### src/rtl/wrap_accum_pkg.sv
package wrap_accum_pkg;
   typedef enum logic [2:0] {
      WA_IDLE  = 3'd0,
      WA_ACC   = 3'd1,
      WA_DRAIN = 3'd2,
      WA_FOLD  = 3'd3,
      WA_EMIT  = 3'd4,
      WA_SEC   = 3'd5
   } wa_state_t;
endpackage

### src/rtl/wacc_slices.sv
// Rotating partial-sum slices in front of an ADD_LAT-stage adder pipeline.
module wacc_slices #(
   parameter int LANES     = 4,
   parameter int IN_W      = 8,
   parameter int ACC_W     = 32,
   parameter int ADD_LAT   = 3,
   parameter int SLICES    = 3,
   parameter int SW        = 2,
   parameter bit IN_SIGNED = 1'b1
) (
   input  logic                    clk,
   input  logic                    rst_n,
   input  logic                    clr,
   input  logic                    issue,
   input  logic [LANES*IN_W-1:0]   grp,
   input  logic [SW-1:0]           rd_idx,
   output logic [ACC_W-1:0]        rd_sum,
   output logic [SW-1:0]           rot_ptr,
   output logic [SLICES-1:0]       inflight,
   output logic                    pipe_busy
);
   logic [ACC_W-1:0] ext_op  [LANES];
   logic [ACC_W-1:0] slice_q [SLICES][LANES];
   logic [ACC_W-1:0] stg_d   [ADD_LAT][LANES];
   logic [SW-1:0]    stg_i   [ADD_LAT];
   logic [ADD_LAT-1:0] stg_v;
   logic [SW-1:0]    rot_q;
   logic             fwd;

   generate
      for (genvar l = 0; l < LANES; l++) begin : g_ext
         if (IN_SIGNED) begin : g_sx
            assign ext_op[l] = {{(ACC_W-IN_W){grp[l*IN_W+IN_W-1]}}, grp[l*IN_W +: IN_W]};
         end else begin : g_zx
            assign ext_op[l] = {{(ACC_W-IN_W){1'b0}}, grp[l*IN_W +: IN_W]};
         end
      end
   endgenerate

   // The sum leaving the last stage belongs to the slice being re-issued
   // exactly ADD_LAT cycles later: bypass it instead of waiting a cycle.
   assign fwd = stg_v[ADD_LAT-1] && (stg_i[ADD_LAT-1] == rot_q);

   always_ff @(posedge clk) begin
      if (!rst_n) begin
         stg_v <= '0;
         rot_q <= '0;
      end else begin
         for (int s = ADD_LAT-1; s > 0; s--) stg_v[s] <= stg_v[s-1];
         stg_v[0] <= issue;
         if (clr) rot_q <= '0;
         else if (issue) rot_q <= (rot_q == SW'(SLICES-1)) ? '0 : rot_q + 1'b1;
      end
   end

   always_ff @(posedge clk) begin
      for (int s = ADD_LAT-1; s > 0; s--) begin
         stg_i[s] <= stg_i[s-1];
         for (int l = 0; l < LANES; l++) stg_d[s][l] <= stg_d[s-1][l];
      end
      stg_i[0] <= rot_q;
      for (int l = 0; l < LANES; l++)
         stg_d[0][l] <= (fwd ? stg_d[ADD_LAT-1][l] : slice_q[rot_q][l]) + ext_op[l];
   end

   always_ff @(posedge clk) begin
      if (!rst_n || clr) begin
         for (int s = 0; s < SLICES; s++)
            for (int l = 0; l < LANES; l++) slice_q[s][l] <= '0;
      end else if (stg_v[ADD_LAT-1]) begin
         for (int l = 0; l < LANES; l++) slice_q[stg_i[ADD_LAT-1]][l] <= stg_d[ADD_LAT-1][l];
      end
   end

   always_comb begin
      inflight = '0;
      for (int s = 0; s < ADD_LAT-1; s++)
         if (stg_v[s]) inflight[stg_i[s]] = 1'b1;
      rd_sum = '0;
      for (int l = 0; l < LANES; l++) rd_sum = rd_sum + slice_q[rd_idx][l];
   end

   assign rot_ptr   = rot_q;
   assign pipe_busy = |stg_v;
endmodule

### src/rtl/wacc_section.sv
// Per-element section segmenter: walks a buffered group one lane per cycle.
module wacc_section #(
   parameter int LANES     = 4,
   parameter int IN_W      = 8,
   parameter int ACC_W     = 32,
   parameter int KW        = 8,
   parameter bit IN_SIGNED = 1'b1
) (
   input  logic                  clk,
   input  logic                  rst_n,
   input  logic                  go,
   input  logic [KW-1:0]         k_in,
   input  logic                  en,
   input  logic                  in_valid,
   output logic                  in_ready,
   input  logic [LANES*IN_W-1:0] grp,
   input  logic                  out_ready,
   output logic                  o_valid,
   output logic [ACC_W-1:0]      o_data,
   output logic                  idle
);
   localparam int LW = (LANES > 1) ? $clog2(LANES) : 1;

   logic [LANES*IN_W-1:0] buf_q;
   logic                  full_q;
   logic [LW-1:0]         lane_q;
   logic [ACC_W-1:0]      run_sum;
   logic [KW-1:0]         run_cnt, k_q;
   logic [IN_W-1:0]       raw;
   logic [ACC_W-1:0]      elem;
   logic                  step, close;

   assign raw = buf_q[int'(lane_q)*IN_W +: IN_W];
   generate
      if (IN_SIGNED) begin : g_sx
         assign elem = {{(ACC_W-IN_W){raw[IN_W-1]}}, raw};
      end else begin : g_zx
         assign elem = {{(ACC_W-IN_W){1'b0}}, raw};
      end
   endgenerate

   assign in_ready = en && !full_q;
   assign step     = full_q && (!o_valid || out_ready);
   assign close    = (run_cnt == k_q - KW'(1));
   assign idle     = !full_q && !o_valid;

   always_ff @(posedge clk) begin
      if (!rst_n) begin
         buf_q <= '0; full_q <= 1'b0; lane_q <= '0;
         run_sum <= '0; run_cnt <= '0; k_q <= '0;
         o_valid <= 1'b0; o_data <= '0;
      end else begin
         if (go) begin
            k_q <= k_in; run_sum <= '0; run_cnt <= '0;
         end
         if (in_valid && in_ready) begin
            buf_q <= grp; full_q <= 1'b1; lane_q <= '0;
         end
         if (o_valid && out_ready) o_valid <= 1'b0;
         if (step) begin
            if (close) begin
               o_valid <= 1'b1;
               o_data  <= run_sum + elem;
               run_sum <= '0;
               run_cnt <= '0;
            end else begin
               run_sum <= run_sum + elem;
               run_cnt <= run_cnt + 1'b1;
            end
            if (lane_q == LW'(LANES-1)) full_q <= 1'b0;
            else lane_q <= lane_q + 1'b1;
         end
      end
   end
endmodule

### src/rtl/wrap_accum.sv
module wrap_accum
   import wrap_accum_pkg::*;
#(
   parameter int LANES     = 4,
   parameter int IN_W      = 8,
   parameter int ACC_W     = 32,
   parameter int ADD_LAT   = 3,
   parameter int ADD_II    = 1,
   parameter int KW        = 8,
   parameter bit IN_SIGNED = 1'b1
) (
   input  logic                  clk,
   input  logic                  rst_n,
   input  logic                  start,
   input  logic                  mode_sec,
   input  logic [KW-1:0]         sec_len,
   input  logic                  finish,
   input  logic                  in_valid,
   output logic                  in_ready,
   input  logic [LANES*IN_W-1:0] in_data,
   output logic                  out_valid,
   input  logic                  out_ready,
   output logic [ACC_W-1:0]      out_data
);
   localparam int SLICES = ADD_LAT / ADD_II;
   localparam int SW     = (SLICES > 1) ? $clog2(SLICES) : 1;
   localparam int IIW    = $clog2(ADD_II + 1);

   generate
      if (ADD_LAT % ADD_II != 0) begin : g_bad_ii
         $error("ADD_LAT must be a multiple of ADD_II");
      end
      if (ACC_W <= IN_W) begin : g_bad_w
         $error("ACC_W must exceed IN_W");
      end
      if (LANES < 1 || ADD_II < 1) begin : g_bad_n
         $error("LANES and ADD_II must be positive");
      end
   endgenerate

   wa_state_t        st;
   logic             fin_q;
   logic [SW-1:0]    fold_idx;
   logic [ACC_W-1:0] total;
   logic [IIW-1:0]   ii_cnt;
   logic             acc_ready, issue, clr;
   logic [ACC_W-1:0] rd_sum;
   logic [SW-1:0]    rot_ptr;
   logic [SLICES-1:0] inflight;
   logic             pipe_busy;
   logic             sec_in_ready, sec_valid, sec_idle;
   logic [ACC_W-1:0] sec_data;

   assign acc_ready = (ii_cnt == '0);
   assign issue     = (st == WA_ACC) && in_valid && acc_ready;
   assign clr       = (st == WA_IDLE) && start && !mode_sec;

   wacc_slices #(
      .LANES(LANES), .IN_W(IN_W), .ACC_W(ACC_W), .ADD_LAT(ADD_LAT),
      .SLICES(SLICES), .SW(SW), .IN_SIGNED(IN_SIGNED)
   ) i_slices (
      .clk(clk), .rst_n(rst_n), .clr(clr), .issue(issue), .grp(in_data),
      .rd_idx(fold_idx), .rd_sum(rd_sum), .rot_ptr(rot_ptr),
      .inflight(inflight), .pipe_busy(pipe_busy)
   );

   wacc_section #(
      .LANES(LANES), .IN_W(IN_W), .ACC_W(ACC_W), .KW(KW), .IN_SIGNED(IN_SIGNED)
   ) i_section (
      .clk(clk), .rst_n(rst_n), .go((st == WA_IDLE) && start && mode_sec),
      .k_in(sec_len), .en((st == WA_SEC) && !fin_q), .in_valid(in_valid),
      .in_ready(sec_in_ready), .grp(in_data), .out_ready(out_ready),
      .o_valid(sec_valid), .o_data(sec_data), .idle(sec_idle)
   );

   always_ff @(posedge clk) begin
      if (!rst_n) begin
         ii_cnt <= '0;
      end else if (issue) begin
         ii_cnt <= IIW'(ADD_II - 1);
      end else if (ii_cnt != '0) begin
         ii_cnt <= ii_cnt - 1'b1;
      end
   end

   always_ff @(posedge clk) begin
      if (!rst_n) begin
         st       <= WA_IDLE;
         fin_q    <= 1'b0;
         fold_idx <= '0;
         total    <= '0;
      end else begin
         unique case (st)
            WA_IDLE:  if (start) begin
                         st    <= mode_sec ? WA_SEC : WA_ACC;
                         fin_q <= 1'b0;
                      end
            WA_ACC:   if (finish) st <= WA_DRAIN;
            WA_DRAIN: if (!pipe_busy) begin
                         st       <= WA_FOLD;
                         fold_idx <= '0;
                         total    <= '0;
                      end
            WA_FOLD:  begin
                         total <= total + rd_sum;
                         if (fold_idx == SW'(SLICES-1)) st <= WA_EMIT;
                         else fold_idx <= fold_idx + 1'b1;
                      end
            WA_EMIT:  if (out_ready) st <= WA_IDLE;
            WA_SEC:   begin
                         if (finish) fin_q <= 1'b1;
                         if (fin_q && sec_idle) st <= WA_IDLE;
                      end
            default:  st <= WA_IDLE;
         endcase
      end
   end

   assign in_ready  = (st == WA_ACC) ? acc_ready : sec_in_ready;
   assign out_valid = (st == WA_EMIT) || sec_valid;
   assign out_data  = (st == WA_EMIT) ? total : sec_data;
endmodule

### config.mk
export PLATFORM = sky130hd
export DESIGN_NAME = wrap_accum
export DESIGN_NICKNAME = d
export VERILOG_FILES = /design/src/rtl/wrap_accum_pkg.sv /design/src/rtl/wacc_slices.sv /design/src/rtl/wacc_section.sv /design/src/rtl/wrap_accum.sv
export SDC_FILE = /design/constraint.sdc
export NUM_CORES = 2
export LEC_CHECK = 0
export CAP_MARGIN = 20
export CORE_UTILIZATION = 42
export CTS_CLUSTER_DIAMETER = 100
export CTS_CLUSTER_SIZE = 8
export DETAILED_ROUTE_END_ITERATION = 12
export PLACE_DENSITY_LB_ADDON = 0.05
export SLEW_MARGIN = 20
export SYNTH_ARGS = -nofsm -noshare
export SYNTH_HDL_FRONTEND = slang
export SYNTH_HIERARCHICAL = 1
export SYNTH_SLANG_ARGS = --single-unit
### constraint.sdc
create_clock -name clk -period 14.81 [get_ports clk]
set_clock_uncertainty 0.2 [all_clocks]
set_input_delay 2.962 -clock clk [delete_from_list [all_inputs] [get_ports clk]]
set_output_delay 2.962 -clock clk [all_outputs]
set_load 0.01 [all_outputs]
# [Yosys cells after proc, flatten, opt, wreduce, memory -nomap -nowiden]
# Memory sizes are Yosys's and may differ from the RTL's. A register that Yosys moved wholly into a read port is not among the register bits.
# Cells that the tools add are included.
[totals] ramBits=774 word_cells=138 ff_bits=160 memories=3 out_inout_bits=34 input_bits=47
[memory_table] name="i_slices.slice_q" words=3 word_bits=128 read_ports=2 rd_ports_with_merged_regs=2 wr=3 line="wacc_slices.sv:23" source="logic [ACC_W-1:0] slice_q [SLICES][LANES];"
[memory_table] name="i_slices.stg_d" words=3 word_bits=128 read_ports=3 rd_ports_with_merged_regs=0 wr=3 line="wacc_slices.sv:24" source="logic [ACC_W-1:0] stg_d [ADD_LAT][LANES];"
[memory_table] name="i_slices.stg_i" words=3 word_bits=2 read_ports=3 rd_ports_with_merged_regs=0 wr=3 line="wacc_slices.sv:25" source="logic [SW-1:0] stg_i [ADD_LAT];"
[classes] n_addsub=15 muxes=50 reduce_logical=34 bitwise_logic=2 shifts=1 n_eq_ne=18
[op_table] operator="adder 32 bit" count=9
[op_table] operator="2-to-1 mux 32 bit" count=9
[op_table] operator="2-to-1 mux 128 bit" count=1
[op_table] operator="OR reduction 128 bit" count=1
[op_table] operator="case mux 32 bit (2 select lines)" count=1
[op_table] operator="indexed part select 32 x 6 -> 8 bit" count=1
[op_table] operator="2-to-1 mux 8 bit" count=3
[op_table] operator="2-to-1 mux 2 bit" count=11
[op_table] operator="2-to-1 mux 3 bit" count=7
[op_table] operator="case mux 3 bit (6 select lines)" count=1
[op_table] operator="2-to-1 mux 1 bit" count=15
[op_table] operator="inequality test 2 bit (second input constant)" count=7
[op_table] operator="logical AND 1 bit" count=13
[op_table] operator="adder 8 x 1 -> 8 bit (second input constant)" count=1
[op_table] operator="equality test 8 bit" count=1
[op_table] operator="subtractor 8 x 1 -> 8 bit (second input constant)" count=1
[op_table] operator="adder 2 x 1 -> 2 bit (second input constant)" count=3
[op_table] operator="equality test 2 bit (second input constant)" count=3
[op_table] operator="equality test 3 x 2 -> 1 bit (second input constant)" count=2
[op_table] operator="equality test 3 bit (second input constant)" count=2
[op_table] operator="AND reduction 3 bit" count=2
[op_table] operator="AND reduction 6 bit" count=1
[op_table] operator="nonzero test 2 bit" count=3
[op_table] operator="OR reduction 3 bit" count=2
[op_table] operator="other kinds (12)" count=20

# [Depth between registers and ports, before layout]
[depth] depth_word=8 ltp_mapped=28 ltp_nobuf=24

# [By module]
# Netlist, hierarchy kept.
[by_module_without_submodules] module="wacc_slices" area_per_inst_um2=43384.1 cells_each=3177 instances=1 seq_area_each_um2=23322.4
[by_module_without_submodules] module="wacc_section" area_per_inst_um2=6349.8 cells_each=769 instances=1 seq_area_each_um2=2322.2
[by_module_without_submodules] module="wrap_accum" area_per_inst_um2=3691.0 cells_each=453 instances=1 seq_area_each_um2=780.7

# [Worst setup path after synthesis]
# Ideal clock, no wire load.
[synth_timing] path_kind="input to register" start="in start" end="mem i_slices/slice_q[1][0] in the netlist's numbering, enable pin" required_time_ns=13.927 slack_ns=3.606 n_path_buf=0 arrival_ns=10.321 path_stages=7 setup_time_ns=0.683 cell_sequence="nor2b_1 > nand2_1 > nor2_1 > nor2b_1 > and2_1 > nand2_1 > o21ai_0"
[synth_lines] element="start: declaration" line="wrap_accum.sv:14" source="input logic start,"
[synth_lines] element="end: declaration" line="wacc_slices.sv:23"

==> results_dict.tcl <==
set metrics [dict create \
    avgSynthCellArea_sq_um 12.16 \
    cts_made_buffers 150 \
    ios 81 \
    wl_per_cell_um 24.41 \
    place_ws_ns 6.685 \
    ant_nets 0 \
    h-tree-depth 4 \
    status "finished, final reports clean" \
    antenna_cells 0 \
    clk_latency_ns 0.77 \
    via_per_inst 5.634 \
    crit_fanout 70 \
    rr_worst_depth 24 \
    grt_max_degree 108 \
    max_freq_ghz 0.1232 \
    p_per_area_nw_per_um2 165.9 \
    synth_warnings 6 \
    maxSlewViolCount 0 \
    power_mw 10.00 \
    cts_tree "yes" \
    min-delay-start "i_slices/stg_d[0][56]" \
    grt_usage 0.2383 \
    grt_pass1_wl_um 227500 \
    holdWs_ns 0.1161 \
    holdCritPathClass "reg -> reg" \
    portBuffers 80 \
    vdd_drop_max_v 0.0001254 \
    start_util 0.4240 \
    p_leak_nw 24.00 \
    worst_slack_ns 6.695 \
    dieWidth_um 358.5 \
    clock-sinks 1064 \
    hold_viol_final 0 \
    die_h_um 358.5 \
    path_class "reg -> reg" \
    drc 0 \
    place_congestion 0.8901 \
    syn_to_final_growth_pct 12.90 \
    fp-row-count 130 \
    drtIter0Drc 2810 \
    fillers 11420 \
    synth_area_sq_um 53370 \
    grt_antenna_before_repair 4 \
    cts-resized-gates 0 \
    cp.required_ns 15.26 \
    dr.pass1.iters 5 \
    crit_arrival_ns 8.56 \
    finalSetupTns_ns 0 \
    tightest_slew_ns 1.116 \
    clk_pin_slew_worst_paths_ns 0.06 \
    cts_buffer_depth 3 \
    fp.dieArea_sq_um 128500 \
    period_needed_ns 8.115 \
    r2r_start "fold_idx[0]" \
    cts-root-buf "clkbuf_16" \
    dp_hpwl_um 100400 \
    setup_viol 0 \
    cap_violations 0 \
    drt_wl_total_um 151700 \
    critPathLaunch "fold_idx[0]" \
    max_slew_margin 0.2557 \
    vias 35020 \
    synth_cells 4390 \
    drive_gt1_frac 0.1529 \
    rsz0062_at_grt "no" \
    overflow 0 \
    fin_nets 4792 \
    min_period_over_period 0.5479 \
    grt_pass1_vias 35410 \
    critPathCaptureType "flop" \
    syn_nets 4726 \
    hold_path_depth 0 \
    start_kind "flop" \
    hold_buffers 0 \
    core_area_sq_um 125900 \
    cts_setup_buffers 0 \
]
metrics by stage:
step	instances	area, sq um	util
after detailed placement	5954	55860	0.4437
after global routing	6215	60260	0.4787
after floorplan	4390	53370	-
after CTS	6215	60260	0.4787
after global placement	5953	55840	0.4436
final	6215	60260	0.4787
flip-flops by register name (all words and copies together), names as in the netlist, 8 cells and up, named ones only:
name               cells
i_section/k_q          8
i_section/run_cnt      8
i_section/run_sum     32
i_section/buf_q       32
total                 32
i_section/o_data      32
i_slices/stg_d       384
i_slices/slice_q     512
path summary, 6_finish.rpt:
path / to / slack [ns]
worst max-delay path: total[31] / 6.70
worst min-delay path: i_slices/stg_d[0][184] / 0.12
worst max register to register: total[31] / 6.70
worst min register to register: i_slices/stg_d[0][184] / 0.12
worst max-delay path: stages (launching register included):
cell	delay, ns
dfxtp_4	0.92
buf_12	0.55
mux4_2	0.59
inv_1	0.08
fa_1	0.51
fa_1	0.52
inv_1	0.04
ha_1	0.33
a21o_1	0.20
a2111oi_0	0.45
o21a_1	0.24
o21a_1	0.20
o21ai_1	0.12
a211o_1	0.31
a21oi_1	0.18
xnor2_1	0.17
ha_1	0.35
and3_1	0.24
and3_2	0.22
a32oi_2	0.21
o21ai_2	0.10
a221o_2	0.38
o211ai_2	0.24
o41ai_1	0.11
or3_1	0.38
layout make-up:
class	count	area, sq um	area share
Clock buffer	249	4189	0.06951
Clock inverter	12	214.0	0.003550
Inverter	229	859.6	0.01426
Multi-Input combinational cell	2888	25330	0.4203
Sequential cell	1064	26440	0.4388
Tap cell	1650	2064	0.03426
Timing Repair Buffer	123	1164	0.01931
placed cells by master, fill, tap and decap left out, types with 24 or more instances in the layout:
| cell | instances |
|---|---|
| clkbuf_1 | 96 |
| xnor2_1 | 129 |
| a21o_1 | 93 |
| and2_1 | 307 |
| a22oi_1 | 32 |
| nand3_1 | 78 |
| a31oi_1 | 32 |
| edfxtp_1 | 512 |
| and3_1 | 169 |
| nor3_1 | 44 |
| inv_1 | 228 |
| o21a_1 | 24 |
| a21oi_1 | 247 |
| a211oi_1 | 34 |
| nor2b_1 | 37 |
| mux4_2 | 263 |
| xor2_1 | 70 |
| dfxtp_1 | 547 |
| mux2_2 | 158 |
| clkdlybuf4s50_1 | 79 |
| o21ai_0 | 124 |
| nor2_1 | 165 |
| nand2_1 | 248 |
| buf_4 | 39 |
| fa_1 | 68 |
| ha_1 | 221 |
| nand2b_1 | 34 |
| clkbuf_16 | 153 |
report_power, final:
part | total, mW | internal (mW) | switching, mW
logic | 2.70 | 1.10 | 1.60
registers | 4.08 | 3.74 | 0.333
clock network | 3.23 | 1.92 | 1.30
total | 10.0 | 6.77 | 3.23
layer usage:
| layer | routed length (um) | track usage |
|---|---|---|
| met2 | 70650 | 0.3806 |
| met5 | 14 | 0 |
| met4 | 3042 | 0.06323 |
| met1 | 71790 | 0.3403 |
| met3 | 6223 | 0.03203 |
Note: power is estimated with default switching activity, not from simulation.
